**src/rtl/swfc_pkg.sv**
```systemverilog
// Shared types for the software flow control engine.
// Assumes: mode fields are two bits wide, encoded identically for transmit and receive.
package swfc_pkg;

    // Selection of character set for one direction
    typedef enum logic [1:0] {
        FC_OFF  = 2'b00,
        FC_SET2 = 2'b01,
        FC_SET1 = 2'b10,
        FC_PAIR = 2'b11
    } fc_sel_e;

    // Two-byte receive matcher state
    typedef enum logic [1:0] {
        PM_IDLE = 2'b00,
        PM_ON1  = 2'b01,
        PM_OFF1 = 2'b10
    } pair_st_e;

endpackage

```
**src/rtl/swfc_rx_match.sv**
```systemverilog
// Receive-side recognition of Xon/Xoff characters and the FIFO write path.
// What it does: removes recognised flow-control bytes from the stream, emits
// one-cycle xon/xoff events, and forwards every other byte one edge later.
// A broken two-byte sequence releases the held byte, then replays the new one.
// Assumes: rx_vld never high on two consecutive cycles; mode stable during traffic.
module swfc_rx_match
    import swfc_pkg::*;
#(
    parameter int DW = 8
) (
    input  logic          clk,
    input  logic          rst_n,
    input  fc_sel_e       rx_sel,
    input  logic          spec_en,
    input  logic [DW-1:0] xon1,
    input  logic [DW-1:0] xon2,
    input  logic [DW-1:0] xoff1,
    input  logic [DW-1:0] xoff2,
    input  logic          rx_vld,
    input  logic [DW-1:0] rx_byte,
    output logic          rx_active,
    output logic          xon_evt,
    output logic          xoff_evt,
    output logic          fifo_wr,
    output logic [DW-1:0] fifo_dat
);

    fc_sel_e       sel_eff;
    pair_st_e      st, st_nxt;
    logic [DW-1:0] held;
    logic [DW-1:0] rep_dat;
    logic          rep_vld;
    logic          fwd_now, flush, replay;
    logic [DW-1:0] second;

    // Special detect overrides any flow-control recognition
    always_comb sel_eff = spec_en ? FC_OFF : rx_sel;
    assign rx_active = (sel_eff != FC_OFF);

    // Second byte expected in the current pair state
    always_comb second = (st == PM_ON1) ? xon2 : xoff2;

    // Classify the incoming byte and choose the next matcher state
    always_comb begin
        xon_evt  = 1'b0;
        xoff_evt = 1'b0;
        fwd_now  = 1'b0;
        flush    = 1'b0;
        replay   = 1'b0;
        st_nxt   = (sel_eff == FC_PAIR) ? st : PM_IDLE;
        if (rx_vld) begin
            unique case (sel_eff)
                FC_OFF: fwd_now = 1'b1;
                FC_SET1: begin
                    if (rx_byte == xon1)       xon_evt  = 1'b1;
                    else if (rx_byte == xoff1) xoff_evt = 1'b1;
                    else                       fwd_now  = 1'b1;
                end
                FC_SET2: begin
                    if (rx_byte == xon2)       xon_evt  = 1'b1;
                    else if (rx_byte == xoff2) xoff_evt = 1'b1;
                    else                       fwd_now  = 1'b1;
                end
                FC_PAIR: begin
                    if (st == PM_IDLE) begin
                        if (rx_byte == xon1)       st_nxt  = PM_ON1;
                        else if (rx_byte == xoff1) st_nxt  = PM_OFF1;
                        else                       fwd_now = 1'b1;
                    end else if (rx_byte == second) begin
                        xon_evt  = (st == PM_ON1);
                        xoff_evt = (st == PM_OFF1);
                        st_nxt   = PM_IDLE;
                    end else begin
                        flush = 1'b1;
                        if (rx_byte == xon1)       st_nxt = PM_ON1;
                        else if (rx_byte == xoff1) st_nxt = PM_OFF1;
                        else begin
                            st_nxt = PM_IDLE;
                            replay = 1'b1;
                        end
                    end
                end
                default: fwd_now = 1'b1;
            endcase
        end
    end

    // Matcher state and held first byte
    always_ff @(posedge clk) begin
        if (!rst_n) begin
            st   <= PM_IDLE;
            held <= '0;
        end else begin
            st <= st_nxt;
            if (rx_vld && st_nxt != PM_IDLE) held <= rx_byte;
        end
    end

    // FIFO write path: flush of held byte, direct forward, or replay
    always_ff @(posedge clk) begin
        if (!rst_n) begin
            fifo_wr  <= 1'b0;
            fifo_dat <= '0;
            rep_vld  <= 1'b0;
            rep_dat  <= '0;
        end else begin
            rep_vld <= replay;
            if (replay) rep_dat <= rx_byte;
            if (flush) begin
                fifo_wr  <= 1'b1;
                fifo_dat <= held;
            end else if (fwd_now) begin
                fifo_wr  <= 1'b1;
                fifo_dat <= rx_byte;
            end else if (rep_vld) begin
                fifo_wr  <= 1'b1;
                fifo_dat <= rep_dat;
            end else begin
                fifo_wr  <= 1'b0;
            end
        end
    end

    AST_RX_GAP: assert property (@(posedge clk) disable iff (!rst_n)
        rx_vld |=> !rx_vld);
    AST_SINGLE_SWALLOW: assert property (@(posedge clk) disable iff (!rst_n)
        (rx_vld && sel_eff == FC_SET1 && (rx_byte == xon1 || rx_byte == xoff1)) |=> !fifo_wr);
    AST_PAIR_REPLAY: assert property (@(posedge clk) disable iff (!rst_n)
        (rx_vld && sel_eff == FC_PAIR && st != PM_IDLE && rx_byte != second
         && rx_byte != xon1 && rx_byte != xoff1) |=> fifo_wr ##1 fifo_wr);
    AST_SPEC_FWD: assert property (@(posedge clk) disable iff (!rst_n)
        (spec_en && rx_vld) |=> (fifo_wr && fifo_dat == $past(rx_byte)));

endmodule

```
**src/rtl/swfc_halt.sv**
```systemverilog
// Transmit halt control.
// What it does: turns Xoff events into a halt that takes effect only once the
// transmitter is idle (between characters), and releases it on Xon.
// Assumes: xon_evt and xoff_evt are never high together.
module swfc_halt (
    input  logic clk,
    input  logic rst_n,
    input  logic rx_active,
    input  logic xon_evt,
    input  logic xoff_evt,
    input  logic tx_busy,
    output logic tx_halt
);

    logic pend;

    // Halt and deferred-halt registers
    always_ff @(posedge clk) begin
        if (!rst_n) begin
            pend    <= 1'b0;
            tx_halt <= 1'b0;
        end else if (!rx_active || xon_evt) begin
            pend    <= 1'b0;
            tx_halt <= 1'b0;
        end else if (xoff_evt) begin
            if (tx_busy) pend    <= 1'b1;
            else         tx_halt <= 1'b1;
        end else if (pend && !tx_busy) begin
            pend    <= 1'b0;
            tx_halt <= 1'b1;
        end
    end

    AST_XON_RELEASE: assert property (@(posedge clk) disable iff (!rst_n)
        xon_evt |=> !tx_halt);
    AST_HALT_WAITS_BUSY: assert property (@(posedge clk) disable iff (!rst_n)
        (tx_busy && !tx_halt) |=> !tx_halt);
    AST_HALT_CAUSE: assert property (@(posedge clk) disable iff (!rst_n)
        $rose(tx_halt) |-> $past(xoff_evt || pend));
    AST_HALT_INACTIVE: assert property (@(posedge clk) disable iff (!rst_n)
        !rx_active |=> !tx_halt);

endmodule

```
**src/rtl/swfc_tx_ins.sv**
```systemverilog
// Transmit-side insertion of Xon/Xoff characters.
// What it does: converts receive-FIFO level events into a request that offers
// one flow-control byte (or two in pair mode) to the transmitter.
// Assumes: the transmitter latches ins_byte in the cycle it raises ins_ack.
module swfc_tx_ins
    import swfc_pkg::*;
#(
    parameter int DW = 8
) (
    input  logic          clk,
    input  logic          rst_n,
    input  fc_sel_e       tx_sel,
    input  logic [DW-1:0] xon1,
    input  logic [DW-1:0] xon2,
    input  logic [DW-1:0] xoff1,
    input  logic [DW-1:0] xoff2,
    input  logic          lvl_hi,
    input  logic          lvl_lo,
    input  logic          ins_ack,
    output logic          ins_req,
    output logic          ins_xoff,
    output logic [DW-1:0] ins_byte
);

    logic act, kind, idx, pend_act, pend_kind;
    logic evt, ev_kind;

    // A level event only counts while transmit flow control is on; Xoff wins
    assign evt     = (lvl_hi || lvl_lo) && (tx_sel != FC_OFF);
    assign ev_kind = lvl_hi;

    // Request, byte index and queued follow-up request
    always_ff @(posedge clk) begin
        if (!rst_n || tx_sel == FC_OFF) begin
            act       <= 1'b0;
            kind      <= 1'b0;
            idx       <= 1'b0;
            pend_act  <= 1'b0;
            pend_kind <= 1'b0;
        end else if (act && ins_ack) begin
            if (tx_sel == FC_PAIR && !idx) begin
                idx <= 1'b1;
                if (evt) begin
                    pend_act  <= 1'b1;
                    pend_kind <= ev_kind;
                end
            end else begin
                idx <= 1'b0;
                if (evt) begin
                    act      <= 1'b1;
                    kind     <= ev_kind;
                    pend_act <= 1'b0;
                end else if (pend_act) begin
                    act      <= 1'b1;
                    kind     <= pend_kind;
                    pend_act <= 1'b0;
                end else begin
                    act <= 1'b0;
                end
            end
        end else if (evt) begin
            if (!act || !idx) begin
                act  <= 1'b1;
                kind <= ev_kind;
            end else begin
                pend_act  <= 1'b1;
                pend_kind <= ev_kind;
            end
        end
    end

    // Byte offered for the current mode, kind and position
    always_comb begin
        unique case (tx_sel)
            FC_SET1: ins_byte = kind ? xoff1 : xon1;
            FC_SET2: ins_byte = kind ? xoff2 : xon2;
            FC_PAIR: ins_byte = kind ? (idx ? xoff2 : xoff1) : (idx ? xon2 : xon1);
            default: ins_byte = '0;
        endcase
    end

    assign ins_req  = act;
    assign ins_xoff = kind;

    AST_INS_HOLD: assert property (@(posedge clk) disable iff (!rst_n)
        (ins_req && !ins_ack && tx_sel != FC_OFF) |=> ins_req);
    AST_INS_OFF: assert property (@(posedge clk) disable iff (!rst_n)
        (tx_sel == FC_OFF) |=> !ins_req);
    AST_PAIR_SECOND: assert property (@(posedge clk) disable iff (!rst_n)
        (ins_req && ins_ack && tx_sel == FC_PAIR && !idx) |=> ins_req);

endmodule

```
**src/rtl/swfc_spec.sv**
```systemverilog
// Special-character detector.
// What it does: compares each received byte with the pattern register and
// raises a sticky flag on a match; a status read clears it.
// Assumes: the byte itself is forwarded by the receive path, not here.
module swfc_spec #(
    parameter int DW = 8
) (
    input  logic          clk,
    input  logic          rst_n,
    input  logic          spec_en,
    input  logic [DW-1:0] pattern,
    input  logic          rx_vld,
    input  logic [DW-1:0] rx_byte,
    input  logic          stat_rd,
    output logic          spec_flag
);

    logic hit;

    // Full-width equality; bit 0 of the pattern lines up with the LSB received
    assign hit = spec_en && rx_vld && (rx_byte == pattern);

    // Sticky flag; a new match has priority over a clearing read
    always_ff @(posedge clk) begin
        if (!rst_n)       spec_flag <= 1'b0;
        else if (hit)     spec_flag <= 1'b1;
        else if (stat_rd) spec_flag <= 1'b0;
    end

    AST_SPEC_SET: assert property (@(posedge clk) disable iff (!rst_n)
        (spec_en && rx_vld && rx_byte == pattern) |=> spec_flag);
    AST_SPEC_HOLD: assert property (@(posedge clk) disable iff (!rst_n)
        (spec_flag && !stat_rd) |=> spec_flag);
    AST_SPEC_NOSET: assert property (@(posedge clk) disable iff (!rst_n)
        (!spec_flag && !(spec_en && rx_vld)) |=> !spec_flag);

endmodule

```
**src/rtl/swfc_top.sv**
```systemverilog
// Software flow control engine top.
// What it does: wires receive recognition, halt control, transmit insertion
// and special-character detection around a shared set of character registers.
// Assumes: fc_mode_i[3:2] is the transmit field, fc_mode_i[1:0] the receive field.
module swfc_top
    import swfc_pkg::*;
#(
    parameter int DW = 8
) (
    input  logic          clk,
    input  logic          rst_n,
    input  logic [3:0]    fc_mode_i,
    input  logic [DW-1:0] xon1_i,
    input  logic [DW-1:0] xon2_i,
    input  logic [DW-1:0] xoff1_i,
    input  logic [DW-1:0] xoff2_i,
    input  logic          spec_en_i,
    input  logic          rx_vld_i,
    input  logic [DW-1:0] rx_byte_i,
    input  logic          rxq_hi_i,
    input  logic          rxq_lo_i,
    input  logic          tx_busy_i,
    input  logic          ins_ack_i,
    input  logic          stat_rd_i,
    output logic          tx_halt_o,
    output logic          ins_req_o,
    output logic          ins_xoff_o,
    output logic [DW-1:0] ins_byte_o,
    output logic          fifo_wr_o,
    output logic [DW-1:0] fifo_dat_o,
    output logic          spec_flag_o
);

    fc_sel_e rx_sel, tx_sel;
    logic    rx_active, xon_evt, xoff_evt;

    // Split the mode field into the two direction selects
    assign rx_sel = fc_sel_e'(fc_mode_i[1:0]);
    assign tx_sel = fc_sel_e'(fc_mode_i[3:2]);

    swfc_rx_match #(.DW(DW)) u_rx (
        .clk(clk), .rst_n(rst_n), .rx_sel(rx_sel), .spec_en(spec_en_i),
        .xon1(xon1_i), .xon2(xon2_i), .xoff1(xoff1_i), .xoff2(xoff2_i),
        .rx_vld(rx_vld_i), .rx_byte(rx_byte_i), .rx_active(rx_active),
        .xon_evt(xon_evt), .xoff_evt(xoff_evt),
        .fifo_wr(fifo_wr_o), .fifo_dat(fifo_dat_o)
    );

    swfc_halt u_halt (
        .clk(clk), .rst_n(rst_n), .rx_active(rx_active),
        .xon_evt(xon_evt), .xoff_evt(xoff_evt),
        .tx_busy(tx_busy_i), .tx_halt(tx_halt_o)
    );

    swfc_tx_ins #(.DW(DW)) u_tx (
        .clk(clk), .rst_n(rst_n), .tx_sel(tx_sel),
        .xon1(xon1_i), .xon2(xon2_i), .xoff1(xoff1_i), .xoff2(xoff2_i),
        .lvl_hi(rxq_hi_i), .lvl_lo(rxq_lo_i), .ins_ack(ins_ack_i),
        .ins_req(ins_req_o), .ins_xoff(ins_xoff_o), .ins_byte(ins_byte_o)
    );

    swfc_spec #(.DW(DW)) u_spec (
        .clk(clk), .rst_n(rst_n), .spec_en(spec_en_i), .pattern(xoff2_i),
        .rx_vld(rx_vld_i), .rx_byte(rx_byte_i), .stat_rd(stat_rd_i),
        .spec_flag(spec_flag_o)
    );

    AST_RESET_QUIET: assert property (@(posedge clk)
        !rst_n |=> (!tx_halt_o && !ins_req_o && !fifo_wr_o && !spec_flag_o));

endmodule

```
**config.mk**
```make
export PLATFORM = sky130hd
export DESIGN_NAME = swfc_top
export DESIGN_NICKNAME = d
export VERILOG_FILES = /design/src/rtl/swfc_pkg.sv /design/src/rtl/swfc_rx_match.sv /design/src/rtl/swfc_halt.sv /design/src/rtl/swfc_tx_ins.sv /design/src/rtl/swfc_spec.sv /design/src/rtl/swfc_top.sv
export SDC_FILE = /design/constraint.sdc
export NUM_CORES = 1
export LEC_CHECK = 0
export BUFFER_PORTS_ARGS = -buffer_cell sky130_fd_sc_hd__buf_2
export CAP_MARGIN = 30
export CORE_ASPECT_RATIO = 0.5
export CORE_UTILIZATION = 40
export CTS_CLUSTER_DIAMETER = 120
export DETAILED_ROUTE_END_ITERATION = 10
export PLACE_DENSITY_LB_ADDON = 0.08
export SYNTH_ARGS = -nofsm -noshare
export SYNTH_HDL_FRONTEND = slang
export SYNTH_SLANG_ARGS = --single-unit
```
**constraint.sdc**
```tcl
create_clock -name clk -period 2.7 [get_ports clk]
set_input_delay 0.27 -clock clk [delete_from_list [all_inputs] [get_ports clk]]
set_output_delay 0.27 -clock clk [all_outputs]
set_load 0.03 [all_outputs]
```
# Yosys cells after proc, flatten, opt, wreduce, memory -nomap -nowiden

Index checks and enable logic that the tools add are counted.

Reduce and logical (&&, ||, !) cells: 35
Equal/unequal tests: 19
Bitwise operators: 1
Multiplexer cells: 83

Operators by type and width:

| cell                                                 | count |
|---|---|
| 2-to-1 mux 8 bit                                     | 9 |
| 2-to-1 mux 1 bit                                     | 60 |
| equality test 8 bit                                  | 5 |
| case mux 8 bit (3 select lines)                      | 1 |
| 2-to-1 mux 2 bit                                     | 10 |
| nonzero test 2 bit                                   | 8 |
| equality test 2 bit (second input constant)          | 5 |
| AND reduction 3 bit                                  | 3 |
| != test 2 bit (second input constant)                | 4 |
| logical AND 1 bit                                    | 7 |
| equality test 2 x 1 -> 1 bit (second input constant) | 3 |
| zero test 2 bit                                      | 3 |
| case mux 1 bit (3 select lines)                      | 2 |
| zero test 1 bit                                      | 5 |
| logical OR 1 bit                                     | 4 |
| != test 2 x 1 -> 1 bit (second input constant)       | 2 |
| case mux 1 bit (4 select lines)                      | 1 |
| AND reduction 2 bit                                  | 2 |
| AND reduction 4 bit                                  | 1 |
| nonzero test 3 bit                                   | 1 |
| OR reduction 2 bit                                   | 1 |
| NOT 1 bit                                            | 1 |

Word-level logic and storage cells: 152
Output and inout port bits: 21
Register bits after elaboration: 36

# Longest topological paths before layout

Depth in word-level cells: 10
Depth in mapped cells: 8
Depth with buffers taken out: 7

# Modules after synthesis

From an unflattened synthesis, not the netlist that was laid out.

Cell total of the unflattened synthesis: 280
Area total of the unflattened synthesis: 2541.2 µm²

Modules (own cells, without submodules):

| module        | cells each | area each (µm²) | instances |
|---|---|---|---|
| swfc_rx_match | 204        | 1808.0          | 1 |
| swfc_tx_ins   | 52         | 514.2           | 1 |
| swfc_spec     | 15         | 125.1           | 1 |
| swfc_halt     | 9          | 93.8            | 1 |

# Worst setup path after synthesis

No wires, ideal clock.

Path kind: reg-to-output
Start point: register u_tx.kind (netlist: u_tx.ins_xoff)
End point: output ins_byte_o[0]
Slack: 0.695 ns
Data required time: 2.430 ns
Arrival: 1.735 ns
Cell stages (with the launch flop): 4
Path buffers: 1
Cells stage by stage: dfxtp_1 > clkbuf_1 > mux4_2 > nor2b_1

Word-level cells in the longest chain between the ends: 2
Elaborated cells between the ends (all ways): 4

RTL lines:

| item                                       | line                                                    | source |
|---|---|---|
| from (decl)                                | swfc_tx_ins.sv:25                                       | `logic act, kind, idx, pend_act, pend_kind;` |
| from (signal assigned)                     | swfc_tx_ins.sv:51                                       | `kind <= ev_kind;` |
| from (signal assigned)                     | swfc_tx_ins.sv:55                                       | `kind <= pend_kind;` |
| from (signal assigned)                     | swfc_tx_ins.sv:64                                       | `kind <= ev_kind;` |
| 2-to-1 mux 8 bit, on equally long branches | swfc_tx_ins.sv:77, swfc_tx_ins.sv:75, swfc_tx_ins.sv:76 |  |
| case mux 8 bit (3 select lines) (*)        | swfc_tx_ins.sv:74                                       | `unique case (tx_sel)` |
| to (decl)                                  | swfc_top.sv:28                                          | `output logic [DW-1:0] ins_byte_o,` |

Every way passes the cells marked *; elsewhere a longest branch is shown, timed or not.

# Final worst setup path

Start point: register u_tx.idx
End point: output ins_byte_o[6]

Word-level cells in the longest chain between the ends: 3
Elaborated cells between the ends (all ways): 4

RTL lines:

| item                                | line              | source |
|---|---|---|
| from (decl)                         | swfc_tx_ins.sv:25 |  |
| from (signal assigned)              | swfc_tx_ins.sv:37 | `idx <= 1'b0;` |
| from (signal assigned)              | swfc_tx_ins.sv:42 | `idx <= 1'b1;` |
| from (signal assigned)              | swfc_tx_ins.sv:48 | `idx <= 1'b0;` |
| 2-to-1 mux 8 bit                    | swfc_tx_ins.sv:77 | `FC_PAIR: ins_byte = kind ? (idx ? xoff2 : xoff1) : (idx ? xon2 : xon1);` |
| 2-to-1 mux 8 bit (*)                | swfc_tx_ins.sv:77 |  |
| case mux 8 bit (3 select lines) (*) | swfc_tx_ins.sv:74 |  |

Marks and branches as above.

==> results.py <==
metrics = {
    "run_status": {
        "status": "finished clean",
    },
    "drt": {
        "via_per_inst": 5.35,
        "wl_microns": 6200,
        "drtIter0Drc": 93,
        "drtPass1Iterations": 4,
        "postRouteAntennaNets": 0,
        "drt-wirelength-per-cell_microns": 15.5,
        "drcViolationCount": 0,
        "vias": 2138,
    },
    "pwr": {
        "p_leak_nw": 1.23,
        "p_per_area_nw_per_um2": 509,
        "peakVddDrop_v": 0.000248,
        "total_power_mw": 1.50,
    },
    "timing": {
        "final_max_slew_viol_count": 0,
        "finalCritPeriodShare_pct": 82.9,
        "finClkSkew_ns": 0.00351,
        "final_hold_viol_count": 0,
        "fmax_ghz": 0.447,
        "maxSlewHeadroom_pct": 49.2,
        "fin_crit_ns": 2.24,
        "worst_slew_pin_slew_ns": 0.760,
        "rsz0062_at_grt": "no",
        "finalSetupViolCount": 0,
        "setup_tns_ns": 0,
    },
    "setup_path": {
        "startpoint_type": "register",
        "crit_arrival_ns": 1.97,
        "slowest_stage": "mux4_2",
        "max_stage_delay_ns": 0.55,
        "worstPathMaxFanout": 8,
        "path_cells": "o21ai_2, mux4_2, nor2b_1, buf_2",
        "critPathKind": "register to output port",
        "worstSetupEndpointType": "output port",
        "cp_data_required_time_ns": 2.43,
    },
    "synth": {
        "yosysSeqAreaShare_pct": 29.3,
        "synth_area_leaders": "dfxtp_1, xnor2_1, mux4_2",
        "synthTopCellsByCount": "dfxtp_1, nor2_1, xnor2_1, mux2i_1, inv_1",
        "synth_compound_area_share_pct": 16.7,
        "synth_area_per_cell_sq_um": 9.45,
        "synth_fp_nets": 313,
        "ys_warn_count": 0,
        "synth_xor_area_share_pct": 12.9,
        "synth_edf_count": 0,
        "netlist.area_leader.share_pct": 29.3,
        "synth_adder_area_share_pct": 0.407,
        "yosys.area_share.simple_pct": 19.1,
        "synth_most_common_cell": "dfxtp_1",
        "synth_ff_type": "dfxtp_1",
        "synthMuxAreaShare_pct": 14.3,
        "netlist_area_sq_um": 2460,
        "synth_area_leader_cell": "dfxtp_1",
        "synth_top_family_by_area": "simple AND/OR/NAND/NOR gates",
        "syn_inst": 260,
        "synth_cell_type_count": 48,
        "async_flop_share_pct": 0,
        "ys_ff_latch": 36,
    },
    "global_routing": {
        "grt-ovfl-total": 0,
        "antenna_found_initial": 0,
        "grtUsageTotal_pct": 19.8,
        "grt_pass1_wl_microns": 9880,
        "grt_max_degree": 14,
        "grt_pass1_vias": 2058,
    },
    "floorplanning": {
        "top_level_ports": 74,
        "num_rows": 19,
        "die_w_microns": 113,
        "initial_utilization_pct": 43.1,
        "die_h_microns": 57.4,
        "core_sq_um": 5710,
        "dieArea_sq_um": 6480,
    },
    "clock_tree": {
        "h-tree-depth": 2,
        "cts_resized": 0,
        "cts_setup_buffers": 0,
        "clkTransAtPathRegs_ns": 0.05,
        "cts_tree": "done",
        "cts-root-buf": "clkbuf_16",
        "insertion_delay_ns": 0.28,
        "postCtsHoldBufs": 0,
        "cts_max_path_buffers": 2,
        "cts_buffers": 5,
        "clock-sinks": 36,
    },
    "finish": {
        "fin_nets": 379,
        "drive_above_1_share_pct": 34.6,
        "finalNonFillerCells": 400,
        "n_antenna_cell": 0,
        "syn2layout_area_growth_pct": 20.2,
    },
    "place": {
        "hpwl_microns": 4930,
        "dp_cells": 392,
        "routabilityCongestion": 0.854,
        "port_buffers": 73,
    },
    "hold_path": {
        "hp-class": "primary input to register",
    },
    "job": {
        "cap_violations": 0,
    },
}
==> metal layers <==
| metal | wire [microns] | part of all wire, % | track usage, % |
|---|---|---|---|
| met1 | 3140 | 51 | 26.9 |
| met3 | 292 | 4.7 | 5.10 |
| met2 | 2730 | 44 | 32.1 |
| met5 | 0 | 0 | 0 |
| met4 | 31 | 0.50 | 4.00 |
==> registers in the layout, summed over array words and instances, names as in the netlist <==
register / cells
u_tx.pend_kind: 1
u_tx.ins_req: 1
u_halt.tx_halt: 1
u_rx.held: 8
u_rx.rep_vld: 1
u_tx.idx: 1
u_rx.rep_dat: 8
u_rx.st: 2
u_spec.spec_flag: 1
u_tx.pend_act: 1
u_rx.fifo_wr: 1
u_rx.fifo_dat: 8
u_halt.pend: 1
u_tx.ins_xoff: 1
==> metrics by stage <==
stage	worst slack (ns)	hold WS, ns	area [sq um]	utilization [%]
after floorplan	0.695	0.384	2460	-
after global placement	0.620	0.457	2810	49.2
after detailed placement	0.547	0.461	2810	49.2
after CTS	0.436	0.205	2950	51.8
after global routing	0.380	0.214	2950	51.8
final	0.461	0.205	2950	51.8
==> cells by family after synthesis <==
family / Yosys count
xor gates and xnor gates: 32
AOI/OAI and AO/OA: 53
and+or+nand+nor: 81
adders and majority gates: 1
muxes: 25
DFF: 36
buffers and inverters: 32
==> critical path: cells and delay by family, from the launching register on <==
| kind | cells | cell delay [ns] |
|---|---|---|
| mux | 1 | 0.55 |
| compound gates | 1 | 0.44 |
| flops | 1 | 0.36 |
| buf+inv | 1 | 0.20 |
| simple gates | 1 | 0.14 |
==> placed cells by master (no fill, tap or decap), types with 9 or more instances in the layout <==
cell type / netlist / final
o22ai_1: 9 / 9
inv_1: 16 / 16
nor2_1: 31 / 31
nor2b_1: 10 / 10
mux2i_1: 17 / 17
buf_2: 1 / 73
xnor2_1: 27 / 27
dfxtp_1: 36 / 36
==> worst paths after layout <==
kind / from / end / slack, ns / cells past startpoint
worst max register to register: u_rx.st[1] / u_rx.held[4] / 0.86 / 6
worst min-delay path: tx_busy_i / u_halt.tx_halt / 0.21 / 2
worst min register to register: u_rx.fifo_dat[2] / u_rx.fifo_dat[2] / 0.47 / 2
worst max-delay path: u_tx.idx / ins_byte_o[6] / 0.46 / 4
==> report_power, final <==
| group | switching (mW) | leakage, nW | internal [mW] |
|---|---|---|---|
| clock | 0.217 | 0.0712 | 0.368 |
| combinational | 0.205 | 0.866 | 0.148 |
| sequential | 0.0165 | 0.293 | 0.549 |
==> area by class of cell <==
type	instances	area, sq um
Fill cell	553	2750
Multi-Input combinational cell	192	1560
Sequential cell	36	721
Timing Repair Buffer	74	373
Clock buffer	8	146
Tap cell	73	91.3
Inverter	17	63.8
Power figures use the tool's default switching activity.
